<file path="src/rtl/dmc_pkg.sv">
package dmc_pkg;

   typedef enum logic [2:0] {
      ST_IDLE = 3'd0,
      ST_PTR  = 3'd1,
      ST_LIM  = 3'd2,
      ST_XFER = 3'd3,
      ST_BACK = 3'd4
   } dmc_state_t;

   function automatic int unsigned idx_width(input int unsigned n);
      return (n > 1) ? $clog2(n) : 1;
   endfunction

endpackage

</file>
<file path="src/rtl/dmc_arbiter.sv">
module dmc_arbiter #(
   parameter int unsigned NCH = 8,
   parameter int unsigned CW  = 3
) (
   input  logic           clk,
   input  logic           rst_n,
   input  logic [NCH-1:0] elig,
   output logic           gnt_vld,
   output logic [CW-1:0]  gnt_idx
);

   // Scan from the top down so that the lowest set bit is the last one written.
   always_comb begin
      gnt_vld = 1'b0;
      gnt_idx = '0;
      for (int i = NCH - 1; i >= 0; i--) begin
         if (elig[i]) begin
            gnt_vld = 1'b1;
            gnt_idx = CW'(i);
         end
      end
   end

   AST_GNT_ELIGIBLE: assert property (@(posedge clk) disable iff (!rst_n)
      gnt_vld |-> elig[gnt_idx]);
   AST_GNT_LOWEST: assert property (@(posedge clk) disable iff (!rst_n)
      gnt_vld |-> ((elig & ((NCH'(1) << gnt_idx) - NCH'(1))) == '0));
   AST_GNT_ANY: assert property (@(posedge clk) disable iff (!rst_n)
      (elig != '0) |-> gnt_vld);

endmodule

</file>
<file path="src/rtl/dmc_arm_bank.sv">
module dmc_arm_bank #(
   parameter int unsigned NCH = 8
) (
   input  logic           clk,
   input  logic           rst_n,
   input  logic [NCH-1:0] arm,
   input  logic [NCH-1:0] end_hit,
   output logic [NCH-1:0] armed
);

   for (genvar g = 0; g < NCH; g++) begin : g_chan
      // A re-arm pulse wins over an end hit in the same cycle.
      always_ff @(posedge clk or negedge rst_n) begin
         if (!rst_n)          armed[g] <= 1'b1;
         else if (arm[g])     armed[g] <= 1'b1;
         else if (end_hit[g]) armed[g] <= 1'b0;
      end

      AST_DISARM_CAUSE: assert property (@(posedge clk) disable iff (!rst_n)
         $fell(armed[g]) |-> $past(end_hit[g]));
      AST_REARM_CAUSE: assert property (@(posedge clk) disable iff (!rst_n)
         $rose(armed[g]) |-> $past(arm[g]));
   end

endmodule

</file>
<file path="src/rtl/dmc_sequencer.sv">
module dmc_sequencer
   import dmc_pkg::*;
#(
   parameter int unsigned NCH  = 8,
   parameter int unsigned CW   = 3,
   parameter int unsigned AW   = 15,
   parameter int unsigned DW   = 16,
   parameter int unsigned BASE = 32
) (
   input  logic           clk,
   input  logic           rst_n,
   input  logic           instr_boundary,
   input  logic           gnt_vld,
   input  logic [CW-1:0]  gnt_idx,
   input  logic [NCH-1:0] dev_to_mem,
   input  logic [DW-1:0]  dev_rdata,
   input  logic [DW-1:0]  mem_rdata,
   output logic [DW-1:0]  dev_wdata,
   output logic [NCH-1:0] dev_ack,
   output logic [NCH-1:0] dev_end,
   output logic           cpu_hold,
   output logic           mem_req,
   output logic           mem_we,
   output logic [AW-1:0]  mem_addr,
   output logic [DW-1:0]  mem_wdata
);

   localparam logic [AW-1:0] BASE_A = AW'(BASE);

   dmc_state_t      state;
   logic [CW-1:0]   ch_q;
   logic            to_mem_q;
   logic [DW-1:0]   ptr_q;
   logic [DW-1:0]   lim_q;
   logic [AW-1:0]   slot_addr;
   logic [NCH-1:0]  ch_onehot;
   logic            at_limit;

   assign slot_addr = BASE_A + AW'({ch_q, 1'b0});
   assign ch_onehot = NCH'(1) << ch_q;
   assign at_limit  = (ptr_q == lim_q);

   always_ff @(posedge clk or negedge rst_n) begin
      if (!rst_n) begin
         state    <= ST_IDLE;
         ch_q     <= '0;
         to_mem_q <= 1'b0;
         ptr_q    <= '0;
         lim_q    <= '0;
      end else begin
         unique case (state)
            ST_IDLE: if (instr_boundary && gnt_vld) begin
               state    <= ST_PTR;
               ch_q     <= gnt_idx;
               to_mem_q <= dev_to_mem[gnt_idx];
            end
            ST_PTR: begin
               ptr_q <= mem_rdata;
               state <= ST_LIM;
            end
            ST_LIM: begin
               lim_q <= mem_rdata;
               state <= ST_XFER;
            end
            ST_XFER: state <= ST_BACK;
            ST_BACK: state <= ST_IDLE;
            default: state <= ST_IDLE;
         endcase
      end
   end

   always_comb begin
      mem_req   = (state != ST_IDLE);
      mem_we    = 1'b0;
      mem_addr  = '0;
      mem_wdata = '0;
      dev_wdata = '0;
      dev_ack   = '0;
      dev_end   = '0;
      unique case (state)
         ST_PTR: mem_addr = slot_addr;
         ST_LIM: mem_addr = slot_addr + AW'(1);
         ST_XFER: begin
            mem_addr = ptr_q[AW-1:0];
            dev_ack  = ch_onehot;
            if (to_mem_q) begin
               mem_we    = 1'b1;
               mem_wdata = dev_rdata;
            end else begin
               dev_wdata = mem_rdata;
            end
         end
         ST_BACK: begin
            mem_addr  = slot_addr;
            mem_we    = 1'b1;
            mem_wdata = ptr_q + DW'(1);
            if (at_limit) dev_end = ch_onehot;
         end
         default: ;
      endcase
   end

   assign cpu_hold = (state != ST_IDLE);

   AST_START_AT_BOUNDARY: assert property (@(posedge clk) disable iff (!rst_n)
      $rose(cpu_hold) |-> $past(instr_boundary));
   AST_STEP_PTR: assert property (@(posedge clk) disable iff (!rst_n)
      (state == ST_PTR) |=> (state == ST_LIM));
   AST_STEP_LIM: assert property (@(posedge clk) disable iff (!rst_n)
      (state == ST_LIM) |=> (state == ST_XFER));
   AST_STEP_XFER: assert property (@(posedge clk) disable iff (!rst_n)
      (state == ST_XFER) |=> (state == ST_BACK));
   AST_STEP_BACK: assert property (@(posedge clk) disable iff (!rst_n)
      (state == ST_BACK) |=> (state == ST_IDLE));
   AST_HOLD_HAS_PORT: assert property (@(posedge clk) disable iff (!rst_n)
      cpu_hold |-> mem_req);
   AST_END_IN_WRITEBACK: assert property (@(posedge clk) disable iff (!rst_n)
      (dev_end != '0) |-> (mem_we && $past(state == ST_XFER)));
   AST_ACK_ONEHOT: assert property (@(posedge clk) disable iff (!rst_n)
      $onehot0(dev_ack));
   AST_ACK_AFTER_LIM: assert property (@(posedge clk) disable iff (!rst_n)
      (dev_ack != '0) |-> $past(state == ST_LIM));

endmodule

</file>
<file path="src/rtl/dmc_engine.sv">
module dmc_engine
   import dmc_pkg::*;
#(
   parameter int unsigned NCH  = 8,
   parameter int unsigned AW   = 15,
   parameter int unsigned DW   = 16,
   parameter int unsigned BASE = 32
) (
   input  logic           clk,
   input  logic           rst_n,
   input  logic           instr_boundary,
   input  logic [NCH-1:0] dev_req,
   input  logic [NCH-1:0] dev_to_mem,
   input  logic [NCH-1:0] chan_arm,
   input  logic [DW-1:0]  dev_rdata,
   output logic [DW-1:0]  dev_wdata,
   output logic [NCH-1:0] dev_ack,
   output logic [NCH-1:0] dev_end,
   output logic           cpu_hold,
   output logic           busy,
   output logic           mem_req,
   output logic           mem_we,
   output logic [AW-1:0]  mem_addr,
   output logic [DW-1:0]  mem_wdata,
   input  logic [DW-1:0]  mem_rdata
);

   localparam int unsigned CW = idx_width(NCH);

   if (NCH < 1 || NCH > 8) begin : g_bad_nch
      $error("dmc_engine: NCH must be between 1 and 8");
   end
   if (BASE + 2 * NCH > (1 << AW)) begin : g_bad_base
      $error("dmc_engine: pointer slots exceed the address space");
   end
   if (DW < AW) begin : g_bad_dw
      $error("dmc_engine: DW must hold a full address");
   end

   logic [NCH-1:0] armed;
   logic [NCH-1:0] elig;
   logic           gnt_vld;
   logic [CW-1:0]  gnt_idx;

   assign elig = dev_req & armed;

   dmc_arm_bank #(.NCH(NCH)) u_arm (
      .clk     (clk),
      .rst_n   (rst_n),
      .arm     (chan_arm),
      .end_hit (dev_end),
      .armed   (armed)
   );

   dmc_arbiter #(.NCH(NCH), .CW(CW)) u_arb (
      .clk     (clk),
      .rst_n   (rst_n),
      .elig    (elig),
      .gnt_vld (gnt_vld),
      .gnt_idx (gnt_idx)
   );

   dmc_sequencer #(.NCH(NCH), .CW(CW), .AW(AW), .DW(DW), .BASE(BASE)) u_seq (
      .clk            (clk),
      .rst_n          (rst_n),
      .instr_boundary (instr_boundary),
      .gnt_vld        (gnt_vld),
      .gnt_idx        (gnt_idx),
      .dev_to_mem     (dev_to_mem),
      .dev_rdata      (dev_rdata),
      .mem_rdata      (mem_rdata),
      .dev_wdata      (dev_wdata),
      .dev_ack        (dev_ack),
      .dev_end        (dev_end),
      .cpu_hold       (cpu_hold),
      .mem_req        (mem_req),
      .mem_we         (mem_we),
      .mem_addr       (mem_addr),
      .mem_wdata      (mem_wdata)
   );

   assign busy = cpu_hold;

   AST_BUSY_MATCHES_PORT: assert property (@(posedge clk) disable iff (!rst_n)
      busy == mem_req);
   AST_ACK_ONLY_ARMED: assert property (@(posedge clk) disable iff (!rst_n)
      $rose(busy) |-> ($past(elig) != '0));

endmodule

</file>
<file path="config.mk">
export PLATFORM = sky130hd
export DESIGN_NAME = dmc_engine
export DESIGN_NICKNAME = d
export VERILOG_FILES = /design/src/rtl/dmc_pkg.sv /design/src/rtl/dmc_arbiter.sv /design/src/rtl/dmc_arm_bank.sv /design/src/rtl/dmc_sequencer.sv /design/src/rtl/dmc_engine.sv
export SDC_FILE = /design/constraint.sdc
export NUM_CORES = 1
export LEC_CHECK = 0
export ABC_CLOCK_PERIOD_IN_PS = 1800
export BUFFER_PORTS_ARGS = -buffer_cell sky130_fd_sc_hd__buf_2
export CELL_PAD_IN_SITES_DETAIL_PLACEMENT = 0
export CELL_PAD_IN_SITES_GLOBAL_PLACEMENT = 1
export CORE_MARGIN = 4
export CORE_UTILIZATION = 32
export DETAILED_ROUTE_END_ITERATION = 8
export PLACE_DENSITY_LB_ADDON = 0.1
export SYNTH_ARGS = -nofsm -noshare
export SYNTH_HDL_FRONTEND = slang
export SYNTH_SLANG_ARGS = --single-unit
export TNS_END_PERCENT = 100
</file>
<file path="constraint.sdc">
create_clock -name clk -period 1.8 [get_ports clk]
set_input_delay 0.09 -clock clk [delete_from_list [all_inputs] [get_ports clk]]
set_output_delay 0.09 -clock clk [all_outputs]
set_load 0.1 [all_outputs]
</file>
# After elaboration in Yosys (flattened, before gate mapping)
# Index checks and enable logic that the tools add are counted.
# classes
addsub	3
mul	0
div_mod_pow	0
order_cmp	1
eq_ne	6
shifts	1
mux	46
bitwise_logic	1
n_reduce_logical	13
# ops
op	n
16-bit 2-to-1 mux	3
15-bit case mux with 3 select lines	1
16-bit case mux with 2 select lines	1
3-bit 2-to-1 mux	9
1-bit 2-to-1 mux	26
8-bit 2-to-1 mux	3
16-bit by 1-bit adder with 16-bit output (second input constant)	1
16-bit equality test	1
2-bit nonzero test	8
15-bit by 1-bit adder with 15-bit output (second input constant)	1
3-bit case mux with 4 select lines	1
8-bit AND	1
1-bit by 3-bit << shifter with 8-bit output (first input constant)	1
6-bit by 4-bit adder with 7-bit output (first input constant)	1
3-bit by 2-bit equality test with 1-bit output (second input constant)	2
3-bit by 4-bit < comparator with 1-bit output (second input constant)	1
1-bit binary-select mux with 3-bit select	1
3-bit by 1-bit equality test with 1-bit output (second input constant)	1
3-bit equality test (second input constant)	1
3-bit zero test	1
3-bit nonzero test	1
2-bit by 1-bit inequality test with 1-bit output (second input constant)	1
1-bit case mux with 2 select lines	1
2-bit AND reduction	1
other kinds (2)	2
# totals
regBits	47
latchBits	0
mem_bits_rw	0
rom_bits	0
wordCells	84
n_memories	0

# Longest topological paths before layout
# logic_depth
word_depth	12
mapped_depth	7
ltp_nobuf	7

# By module
# A second synthesis with hierarchy kept.
# unflattened
cells_unflattened	319
hier_area_um2	3067.9
# modules_own_cells
mod	instances	cells_each	area_per_inst_um2	seq_area_each_um2
dmc_sequencer	1	273	2630.0	975.9
dmc_arm_bank	1	24	300.3	210.2
dmc_arbiter	1	13	80.1	0.0
dmc_engine	1	9	57.6	0.0

# Worst setup path before layout
# Ideal clock, no wire load.
# synth_path
path_type	flip-flop to output port
startpoint	register u_seq.state[1]
endpoint	output mem_wdata[12]
t_arrival_ns	3.409
slack_ns	-1.699
stages_incl_launch_ff	6
n_path_buf	3
cell_sequence	dfrtp_1 buf_6 or3b_2 clkbuf_1 clkbuf_1 o21ai_0
# synth_via
elab_chain_cells	2
# synth_lines
item	line	rtl
start, declared	dmc_sequencer.sv:30	dmc_state_t state;
start signal, assigned	dmc_sequencer.sv:45	state <= ST_IDLE;
start signal, assigned	dmc_sequencer.sv:53	state <= ST_PTR;
start signal, assigned	dmc_sequencer.sv:59	state <= ST_LIM;
3-bit equality test or 3-bit by 2-bit equality test with 1-bit output (tied branches)	dmc_sequencer.sv:80	unique case (state)
16-bit case mux with 2 select lines (*)	dmc_sequencer.sv:80	
end, declared	dmc_engine.sv:24	output logic [DW-1:0] mem_wdata,
# Every way passes the cells marked *; elsewhere a longest branch is shown, timed or not.

# Worst setup path after layout
# layout_path
startpoint	register u_seq.ptr_q[0]
endpoint	output mem_wdata[15]
# layout_via
elab_chain_cells	2
# layout_lines
item	line	rtl
start, declared	dmc_sequencer.sv:33	logic [DW-1:0] ptr_q;
start signal, assigned	dmc_sequencer.sv:58	ptr_q <= mem_rdata;
16-bit by 1-bit adder with 16-bit output	dmc_sequencer.sv:96	mem_wdata = ptr_q + DW'(1);
16-bit case mux with 2 select lines	dmc_sequencer.sv:80	
# No other way between the ends.

==> impl_summary.md <==
Finish
In the layout the commonest cells are buf_12 (69), buf_2 (61), buf_4 (51). Leaving out fill and tap cells, the most frequent cell in the layout is buf_12. The layout overhead on the synthesized area is 109%. The layout cell share with drive strength beyond 1 is 0.704. The number of antenna diodes in the final layout is 0. Once layout is complete, the cells apart from fillers number between 600 and 700.

The net count reported at finish is roughly 600.

Pwr
In this run the static leakage power is 2.60 nW. Dividing total power by cell area gives a power density of 1930 mW/mm^2. The worst voltage drop across the vdd grid is about 1.4 mV. The total power is 0.0124 W.

STA
The transition at the pin with the smallest max-transition slack is approximately 0.5 ns. The share of the clock period used by the worst path after layout is 1.15. Static timing analysis puts the maximum clock frequency at 485 MHz.

Once routing completed, OpenROAD measured the worst setup slack at -0.261 ns. The max-slew violation count was 0. The worst slew margin relative to its limit is 0.665. The final hold violation count is 0. The final clock skew is between 0.004 and 0.005 ns.

The setup-violating endpoint count in the final report is 51. Setup repair after global routing could not meet its margin everywhere. Counting I/O delays and the setup requirement, the final critical path takes 2.06 ns.

Critical path
The slowest cell on the critical path is dfrtp_2. STA puts the critical path data required time at ~1.7 ns. The worst setup path is captured at an output pin. The critical path crosses 7 cells after its start point. The most critical setup path has its startpoint at u_seq.ptr_q[0]. In this run the worst path has a maximum fanout of 5. The critical path startpoint category is a register. The worst register-to-register path has a depth of 7. In this run the critical register-to-register path is launched from u_seq.state[1]. The endpoint identified for the worst register-to-register timing path is u_seq.to_mem_q.

Among cell families on the critical path, the largest total delay comes from simple AND/OR/NAND/NOR gates. The cell that appears most often on the critical path is nand4_1. Together, buffers and inverters on the worst path number 1. The signal arrival time at the worst endpoint is around 2 ns. The critical path goes through nand4_1 -> nor3_2 -> and2_4 -> nand4_1 -> xor2_2 -> o21ai_4 -> buf_12.

In this design, the stage delay of the slowest critical-path cell is 0.46 ns. The worst reg-to-reg setup slack is -0.02 ns. The critical path in this run is classified as reg2out. In this run the worst setup path terminates at mem_wdata[15].

Routing
Using the TritonRoute via totals, the vias-per-cell ratio works out to around 4.9. The routed design uses 593 um of met3 wire. After detailed routing, the average wire length per cell comes to around 17 um. The total routed wire length on the met1 layer is ~4.8 mm. After detailed routing, the number of remaining DRC violations is 0. The met2 wire length is 5.39 mm. The highest signal layer in the routed design is met4. Across all layers, the routed design uses 3,239 vias. The length of the first detailed-routing pass in iterations is 4. The number of routed nets with antenna violations is 0. Wires add up to ~11 mm. The DRC violation total after the first TritonRoute iteration is between 100 and 150.

Place
The number of placed instances, taps included, is 613. The HPWL after detailed placement is 8.18 mm. At the end of routability-driven placement, the weighted congestion stood at about 0.86.

In this run the tool buffered the top-level ports with approximately 130 buffer cells.

Clocking
Buffers inserted during clock tree synthesis total 5. Clock tree synthesis found a total of 47 sinks. Clock-pin slew was measured on the worst setup and hold paths at approximately 0.090 ns.

The longest clock path from root to sink contains 2 buffers. The latest clock arrival within the worst-skew pair is ~0.3 ns. The TritonCTS clock tree is done. The number of levels in the clock H-tree is 2. In this run the clock root is driven by a clkbuf_8.

Floorplan
The floorplan step defined a die boundary enclosing between 0.01 and 0.015 mm^2. For this configuration, the core starts out at a cell density of 0.331. After floorplanning, the core was divided into 35 placement rows. During I/O placement, the number of pins put on the boundary was 126. From bottom edge to top edge, the die measures around 110 um.

In this run the standard cell core region covers 0.00928 mm^2. Measured along the x axis, the die boundary spans approximately 110 um.

Worst hold path
The min-delay analysis places its worst path in the category in2reg.

GRT
In the global route stage, overall resource usage came out at 0.197. The first-pass GRT wire length is 17.5 mm. The initial antenna violation count was 0. Entering global routing, the biggest net connects 21 pins. The via count of the first global-routing pass was 3,280.

The remaining global-route overflow is 0.

Yosys
The main combinational cell family by area after synthesis is simple AND/OR/NAND/NOR gates. Synthesis produced a netlist with a net count of approximately 400. The number of synthesized register bits is 47. The share of synthesized area in the top cell type comes to 0.318. The cell type with the largest total area after synthesis is dfrtp_1.

The number of synthesized flops with an enable pin is 0. Of the total synthesized cell area, the portion taken by full adders, half adders and majority gates is 0.00407. The number of warning messages in the yosys log is 0. The share of the Yosys chip area taken by registers is 0.386. By area the synthesized netlist is led by dfrtp_1 (32%), mux2_2 (12%), dfstp_2 (6.8%). The xor and xnor fraction of the mapped netlist area is 0.0884. The gate count after technology mapping is 337.

The most frequently used flop master after synthesis is dfrtp_1. Of the total synthesized cell area, the portion taken by AND, OR, NAND and NOR gates is 0.229. The share of synthesized flip-flops with an asynchronous set or reset is 1.00.

The area fraction in compound gates after synthesis came to 0.126. Measured against the total synthesized area, the mux share comes to 0.121. The mean area per synthesized cell is between 9 and 10 um^2.

The area of the mapped netlist is 0.00307 mm^2. The number of distinct library cell variants in the gate-level netlist after synthesis is 45.

Outcome
The final reports fail on negative setup slack. The flow ran to the end, but the final reports show violations.

Run
Max-cap violations in this run came to 0.
-- metrics by stage --
stage,TNS [ns],hold slack (ns),util,setup WS [ns],cell area [um^2]
3_5_place_dp,-0.911,0.0415,0.601,-0.0931,5580
2_1_floorplan,-1.19,-0.206,-,-0.129,3680
6_report,-5.47,0.00383,0.693,-0.261,6430
4_1_cts,-5.85,0.00404,0.672,-0.292,6240
3_3_place_gp,-0.106,0.0372,0.601,-0.0198,5580
5_1_grt,-9.78,0.00822,0.693,-0.368,6430
-- what timing repair did --
item,CTS,global route
hold buffers,8,0
cloned,4,0
setup endpoints to repair,71,84
endpoints found under the hold margin,19,0
gates resized for setup,69,33
setup buffers,19,9
pin swaps,28,24
-- synth_stat cells (3+ instances only) --
cell type	count
nand2_1	44
a22oi_1	3
xor2_1	8
buf_4	4
o22ai_1	5
o21ai_0	29
dfstp_2	8
a21oi_1	10
clkbuf_1	8
xnor2_1	23
nand2b_1	8
and3_1	18
nor3_1	8
nor3b_2	3
nand4_1	7
nor2_1	24
and2_1	12
nand3_1	4
mux2_2	33
inv_1	7
dfrtp_1	39
buf_2	4
-- worst min path at each step --
stage / start / to / slack (ns) / cells after the start
floorplan: rst_n / u_seq.ch_q[0] / -0.21 / 0
global placement: rst_n / u_seq.lim_q[3] / 0.04 / 1
detailed placement: rst_n / u_seq.lim_q[4] / 0.04 / 1
CTS: chan_arm[1] / u_arm.armed[1] / 0.004 / 2
global route: chan_arm[1] / u_arm.armed[1] / 0.008 / 2
finish: chan_arm[1] / u_arm.armed[1] / 0.004 / 2
-- layer usage --
metal	GRT usage	vias to the layer above
met4	0.0490	0
met1	0.270	1563
met3	0.0322	9
met5	0	-
met2	0.323	100
li1	-	1567
-- sequential cells by signal (all words and copies together) (netlist names) --
register / count
u_seq.lim_q: 16
u_seq.ptr_q: 16
u_arm.armed: 8
u_seq.ch_q: 3
u_seq.state: 3
u_seq.to_mem_q: 1
-- final cells by class --
type / count / area, um^2
Clock buffer: 6 / 82.6
Clock inverter: 2 / 35.0
Fill cell: 722 / 2850
Inverter: 7 / 42.5
Multi-Input combinational cell: 263 / 2550
Sequential cell: 47 / 1200
Tap cell: 129 / 161
Timing Repair Buffer: 202 / 2320
Timing Repair inverter: 3 / 38.8
-- worst register-to-register path: stages, from the launching register on --
cell and delay, ns:
dfrtp_2 0.45, buf_4 0.16, nor3_4 0.20, nand2_1 0.10, or4_4 0.52, a21oi_2 0.13, a221oi_2 0.04, o31a_1 0.11
-- where the power goes --
group	switching [W]	total (W)	leakage, nW	internal (W)
clock	0.000363	0.000812	0.0612	0.000450
sequential	0.000498	0.00203	0.536	0.00153
combinational	0.00563	0.00957	2.01	0.00394
-- kinds of logic after synthesis --
logic type,count (synthesis)
DFF,47
and+or+nand+nor,136
xor gates and xnor gates,31
AOI/OAI and AO/OA,62
buffers and inverters,27
adders and majority gates,1
muxes,33
Power figures use the tool's default switching activity.
